[config.mk]
export PLATFORM = sky130hd
export DESIGN_NAME = addr_table_scanner
export DESIGN_NICKNAME = d
export VERILOG_FILES = /design/src/rtl/ats_pkg.sv /design/src/rtl/ats_qualify.sv /design/src/rtl/ats_sequencer.sv /design/src/rtl/addr_table_scanner.sv
export SDC_FILE = /design/constraint.sdc
export NUM_CORES = 1
export LEC_CHECK = 0
export BUFFER_PORTS_ARGS = -buffer_cell sky130_fd_sc_hd__buf_2
export CORE_AREA = 2 2 94 96
export CTS_CLUSTER_DIAMETER = 100
export DETAILED_ROUTE_END_ITERATION = 10
export DIE_AREA = 0 0 96 98
export GPL_TIMING_DRIVEN = 0
export PLACE_DENSITY_LB_ADDON = 0.25
export REMOVE_ABC_BUFFERS = 1
export SLEW_MARGIN = 20
export SYNTH_ARGS = -nofsm -noshare
export SYNTH_HDL_FRONTEND = slang
export SYNTH_SLANG_ARGS = --single-unit
[constraint.sdc]
create_clock -name clk -period 2.4 [get_ports clk]
set_input_delay 0.36 -clock clk [delete_from_list [all_inputs] [get_ports clk]]
set_output_delay 0.36 -clock clk [all_outputs]
set_load 0.005 [all_outputs]
[src/rtl/ats_pkg.sv]
package ats_pkg;
    localparam int ENTRY_W = 64;

    typedef enum logic [1:0] {
        MODE_ADDR = 2'd0,
        MODE_VLAN = 2'd1,
        MODE_FREE = 2'd2,
        MODE_AGE  = 2'd3
    } scan_mode_e;

    typedef enum logic [1:0] {
        KIND_EMPTY = 2'd0,
        KIND_MAC   = 2'd1,
        KIND_VLAN  = 2'd2,
        KIND_VMAC  = 2'd3
    } kind_e;

    typedef enum logic [1:0] {
        UC_PINNED = 2'd0,
        UC_FRESH  = 2'd1,
        UC_VENDOR = 2'd2,
        UC_USED   = 2'd3
    } uclass_e;

    // Packed view of one table word, most significant field first.
    typedef struct packed {
        uclass_e     ucls;
        kind_e       kind;
        logic [11:0] vid;
        logic [47:0] mac;
    } entry_t;

    typedef enum logic [1:0] {
        S_IDLE,
        S_PRIME,
        S_SCAN,
        S_DONE
    } state_e;
endpackage

[src/rtl/ats_qualify.sv]
module ats_qualify
    import ats_pkg::*;
(
    input  scan_mode_e           mode_i,
    input  logic [47:0]          mac_i,
    input  logic [11:0]          vid_i,
    input  logic [ENTRY_W-1:0]   entry_i,
    output logic                 hit_o
);
    entry_t e;
    logic   is_addr;
    logic   vid_eq;
    logic   mac_eq;
    logic   evictable;

    assign e         = entry_t'(entry_i);
    assign is_addr   = (e.kind == KIND_MAC) || (e.kind == KIND_VMAC);
    assign vid_eq    = (e.vid == vid_i);
    assign mac_eq    = (e.mac == mac_i);
    // bit 40 of the word is the group flag of the first address byte
    assign evictable = !e.mac[40] && ((e.ucls == UC_FRESH) || (e.ucls == UC_USED));

    always_comb begin
        unique case (mode_i)
            MODE_ADDR: hit_o = is_addr && vid_eq && mac_eq;
            MODE_VLAN: hit_o = (e.kind == KIND_VLAN) && vid_eq;
            MODE_FREE: hit_o = (e.kind == KIND_EMPTY);
            MODE_AGE:  hit_o = is_addr && evictable;
            default:   hit_o = 1'b0;
        endcase
    end
endmodule

[src/rtl/ats_sequencer.sv]
module ats_sequencer
    import ats_pkg::*;
#(
    parameter int DEPTH = 64,
    parameter int IDX_W = 6
) (
    input  logic             clk,
    input  logic             rst_n,
    input  logic             start_i,
    input  logic [1:0]       mode_i,
    input  logic [47:0]      mac_i,
    input  logic [11:0]      vid_i,
    input  logic             hit_i,
    output scan_mode_e       key_mode_o,
    output logic [47:0]      key_mac_o,
    output logic [11:0]      key_vid_o,
    output logic             busy_o,
    output logic             done_o,
    output logic             found_o,
    output logic [IDX_W-1:0] index_o,
    output logic             ram_rd_o,
    output logic [IDX_W-1:0] ram_addr_o
);
    localparam logic [IDX_W-1:0] LAST = IDX_W'(DEPTH - 1);

    state_e           state_q, state_d;
    logic [IDX_W-1:0] ptr_q;
    logic             at_end;

    assign at_end = (ptr_q == LAST);

    always_comb begin
        state_d = state_q;
        unique case (state_q)
            S_IDLE:  if (start_i) state_d = S_PRIME;
            S_PRIME: state_d = S_SCAN;
            S_SCAN:  if (hit_i || at_end) state_d = S_DONE;
            S_DONE:  state_d = S_IDLE;
            default: state_d = S_IDLE;
        endcase
    end

    // state register together with the scan pointer, key and result
    always_ff @(posedge clk or negedge rst_n) begin
        if (!rst_n) begin
            state_q    <= S_IDLE;
            ptr_q      <= '0;
            key_mode_o <= MODE_ADDR;
            key_mac_o  <= '0;
            key_vid_o  <= '0;
            found_o    <= 1'b0;
            index_o    <= '0;
        end else begin
            state_q <= state_d;
            if (state_q == S_IDLE && start_i) begin
                ptr_q      <= '0;
                key_mode_o <= scan_mode_e'(mode_i);
                key_mac_o  <= mac_i;
                key_vid_o  <= vid_i;
            end else if (state_q == S_SCAN) begin
                if (hit_i || at_end) begin
                    found_o <= hit_i;
                    index_o <= hit_i ? ptr_q : '0;
                end else begin
                    ptr_q <= ptr_q + 1'b1;
                end
            end
        end
    end

    always_comb begin
        busy_o     = (state_q != S_IDLE);
        done_o     = (state_q == S_DONE);
        ram_rd_o   = (state_q == S_PRIME) || (state_q == S_SCAN && !at_end);
        ram_addr_o = (state_q == S_SCAN && !at_end) ? ptr_q + 1'b1 : '0;
    end
endmodule

[src/rtl/addr_table_scanner.sv]
module addr_table_scanner
    import ats_pkg::*;
#(
    parameter int  DEPTH = 64,
    localparam int IDX_W = (DEPTH > 1) ? $clog2(DEPTH) : 1
) (
    input  logic               clk,
    input  logic               rst_n,
    input  logic               start_i,
    input  logic [1:0]         mode_i,
    input  logic [47:0]        mac_i,
    input  logic [11:0]        vid_i,
    output logic               busy_o,
    output logic               done_o,
    output logic               found_o,
    output logic [IDX_W-1:0]   index_o,
    output logic               ram_rd_o,
    output logic [IDX_W-1:0]   ram_addr_o,
    input  logic [ENTRY_W-1:0] ram_data_i
);
    scan_mode_e  key_mode;
    logic [47:0] key_mac;
    logic [11:0] key_vid;
    logic        hit;

    ats_qualify u_qual (
        .mode_i  (key_mode),
        .mac_i   (key_mac),
        .vid_i   (key_vid),
        .entry_i (ram_data_i),
        .hit_o   (hit)
    );

    ats_sequencer #(.DEPTH(DEPTH), .IDX_W(IDX_W)) u_seq (
        .clk        (clk),
        .rst_n      (rst_n),
        .start_i    (start_i),
        .mode_i     (mode_i),
        .mac_i      (mac_i),
        .vid_i      (vid_i),
        .hit_i      (hit),
        .key_mode_o (key_mode),
        .key_mac_o  (key_mac),
        .key_vid_o  (key_vid),
        .busy_o     (busy_o),
        .done_o     (done_o),
        .found_o    (found_o),
        .index_o    (index_o),
        .ram_rd_o   (ram_rd_o),
        .ram_addr_o (ram_addr_o)
    );
endmodule

==> results.md <==
* Status: complete, no violations
* Vias per cell at approximately 5.3
* Util after Layout at 62.7%
* Setup Crit Path Kind: reg2out
* Mapped Cells at 362
* Core area at around 8500 sq um
* Max Clock Skew at 10.9 ps
* Die area at 9410 sq um
* Critical path cell sequence: ha_1 -> nand3_1 -> or2_4 -> nand2_1 -> nor2_1 -> buf_2
* Syn Area/Cell at around 12 sq um
* Cell Area, Synth at 4210 sq um
* Worst slew margin at roughly 69%
* CTS tree: built
* Via count of the routed design at between 3,000 and 4,000
* Ant diodes at 0
* Share of cells above drive strength 1 at 46.7%
* DR iter-0 viols at 132
* F_max at 0.450 GHz
* Initial antenna violation count at 0
* Gate power share at 8.3%
* Synth-to-Final Area Change at 26.1%
* Post-CTS Setup Inserts at 0
* CP Launch Type: register
* Asr flop ratio synth at 100%
* Vias in the first global route at 3,408
* #FFs+latches synth at 77
* Placer Congestion at 0.849
* RSZ-0062 raised after global routing: no
* Post-DP HPWL at about 7600 microns
* Clock buffer depth at 2
* Ys flop type: dfrtp_1
* Distinct cells, synth at 46
* Clock power share at between 40% and 50%
* Final setup violation count at 0
* Req. time, crit path at 2040 ps
* Die X at roughly 96 microns
* Num rows at 34
* Post-route antenna net violation count at 0
* Pwr dens at 505 nW/um^2
* Number of synthesized flops with an enable pin at 0
* Slowest stage delay, CP at 430 ps
* Final Hold Violating Endpoints at 0
* Setup tns final at 0 ps
* DP Worst Slack at 196 ps
* First-pass GRT wire length at 15,900 microns
* VDD IR max at about 300 uV
* WL/cell at 15.5 microns
* Clock latency on the worst-skew pair at 350 ps
* Reg clk slew, reported paths at 80 ps
* Fin crit period at ~2200 ps
* Sequential Power Share at approximately half
* Final net count at around 650
* Leakage at 2.74 nW
* Max Cap Violations at 0
* Register-to-register setup slack at between 200 and 300 ps
* H-tree depth at 3
* Crit share post-route at 92.5%
* Post-synthesis sequential area ratio at between 40% and 50%
* Clock root buffer master: clkbuf_8
* Crit. End Element: output port
* Final WS setup at 180 ps
* Slew @ Worst Pin at 460 ps
* Int Pwr at about 0.0021 W
* Fin cells at 622
* Switch Pwr at 0.000583 W
* IO buf count at ~140
* Total CTS buffers at 9
* Pre-Repair DR Iteration Count at 4
* Placed Cells at 606
* GRT Overall Usage at 21.8%
* Crit Path Max Fanout at 7
* Largest net degree at the start of global routing at 44
* Fin. max-slew vios at 0
* IO Count at 145
* CTS Sinks at 77
* Die Ht at 98 microns
* Remaining DRCs at 0
* Crit path max-delay cell type: dfrtp_2
* Filler cells at 726
* Crit path DAT at 1860 ps
* Yosys warns at 0
* Routed wire length at 9640 microns
* Total congestion overflow at 0
* Hold Path Class: in2reg
* Initial Util at 49.7%
* Switching share of total power at 21.8%
[power by group through the flow]
stage               Sequential [W]  Clock, W  Combinational, W
floorplan                  0.00132         0         0.0000651
global placement           0.00132         0          0.000212
detailed placement         0.00132         0          0.000223
CTS                        0.00130   0.00119          0.000226
global route               0.00130   0.00125          0.000248
finish                     0.00130   0.00116          0.000222
[layout by cell type, fill, tap and decap left out, types with 5 or more instances in the layout]
master / instances
a22o_1: 6
buf_2: 142
clkbuf_8: 9
dfrtp_1: 76
ha_1: 6
inv_1: 8
mux2_2: 60
mux2i_1: 5
nand2_1: 24
nand2b_1: 29
nand3_1: 6
nand4_1: 17
nor2_1: 9
nor4_1: 8
o211ai_1: 5
xnor2_1: 31
xor2_1: 21
[through the flow]
stage | instance area (sq um) | total power [W] | hold WS, ps
after floorplan | 4160 | 0.00139 | 64.4
after global placement | 5010 | 0.00153 | 485
after detailed placement | 5070 | 0.00154 | 345
after CTS | 5310 | 0.00271 | 222
after global routing | 5310 | 0.00279 | 218
final | 5310 | 0.00268 | 228
[final timing paths]
check,start,to,depth (start not counted)
worst max register to register,u_seq.key_mac_o[40]$_DFFE_PN0P_,u_seq.state_q[1]$_DFFE_PN0P_,7
worst min register to register,u_seq.index_o[1]$_DFFE_PN0P_,u_seq.index_o[1]$_DFFE_PN0P_,1
worst max-delay path,u_seq.ptr_q[0]$_DFFE_PN0P_,ram_addr_o[5],6
min in group asynchronous,rst_n,u_seq.key_mac_o[36]$_DFFE_PN0P_,2
worst min-delay path,mac_i[9],u_seq.key_mac_o[9]$_DFFE_PN0P_,2
max in group asynchronous,rst_n,u_seq.ptr_q[0]$_DFFE_PN0P_,3
[critical path, delay by kind of cell, from the launching register on]
kind	cells	cell delay [ps]
flops	1	430
fa+ha+maj	1	230
buf+inv	1	120
simple gates	4	730
[layer usage]
layer  routed length, microns  GRT usage (%)
met3                      590           5.94
met4                      196           7.36
met1                     4050           28.2
met5                        0              0
met2                     4800           35.0
[sequential cells by signal, summed over array words and instances (netlist names)]
name,count
u_seq.found_o,1
u_seq.index_o,6
u_seq.key_mac_o,48
u_seq.key_mode_o,2
u_seq.key_vid_o,12
u_seq.ptr_q,6
u_seq.state_q,2
[cell usage after synthesis (3+ instances only)]
cell / instances / share of area (%)
a22o_1: 6 / 1.2
and2_1: 3 / 0.45
buf_2: 3 / 0.36
clkbuf_1: 4 / 0.36
dfrtp_1: 77 / 46
ha_1: 6 / 1.8
inv_1: 8 / 0.71
mux2_2: 60 / 16
mux2i_1: 5 / 1.2
nand2_1: 24 / 2.1
nand2b_1: 29 / 4.3
nand3_1: 6 / 0.71
nand4_1: 17 / 2.5
nor2_1: 9 / 0.80
nor4_1: 8 / 1.2
nor4_2: 3 / 0.89
o211ai_1: 5 / 0.89
o21ai_0: 3 / 0.36
xnor2_1: 31 / 6.4
xor2_1: 21 / 4.4
[cells by family (layout without fill, tap and decap cells)]
| family | Yosys count | count (layout) | synth area share [%] |
|---|---|---|---|
| buffers and inverters | 17 | 169 | 1.81 |
| and+or+nand+nor | 115 | 115 | 16.6 |
| muxes | 66 | 66 | 17.6 |
| adders and majority gates | 6 | 6 | 1.78 |
| DFF | 77 | 77 | 45.8 |
| xor gates and xnor gates | 52 | 52 | 10.8 |
| AOI/OAI and AO/OA | 29 | 29 | 5.65 |
[final cells by class]
class	count	area [sq um]	area share (%)
clock buffers	11	131	2.47
repair buffers	146	776	14.6
clock inverters	4	97.6	1.84
multi-input cells	268	2210	41.7
inverters	8	30.0	0.566
flip-flops and latches	77	1930	36.3
well taps	108	135	2.54
[timing repair]
item                       4_1_cts  5_1_grt
setup endpoints to repair        0        5
resized for setup                0        2
hold buffers                     1        0
hold endpoints to repair        34        0
Note: power is estimated with default switching activity, not from simulation.
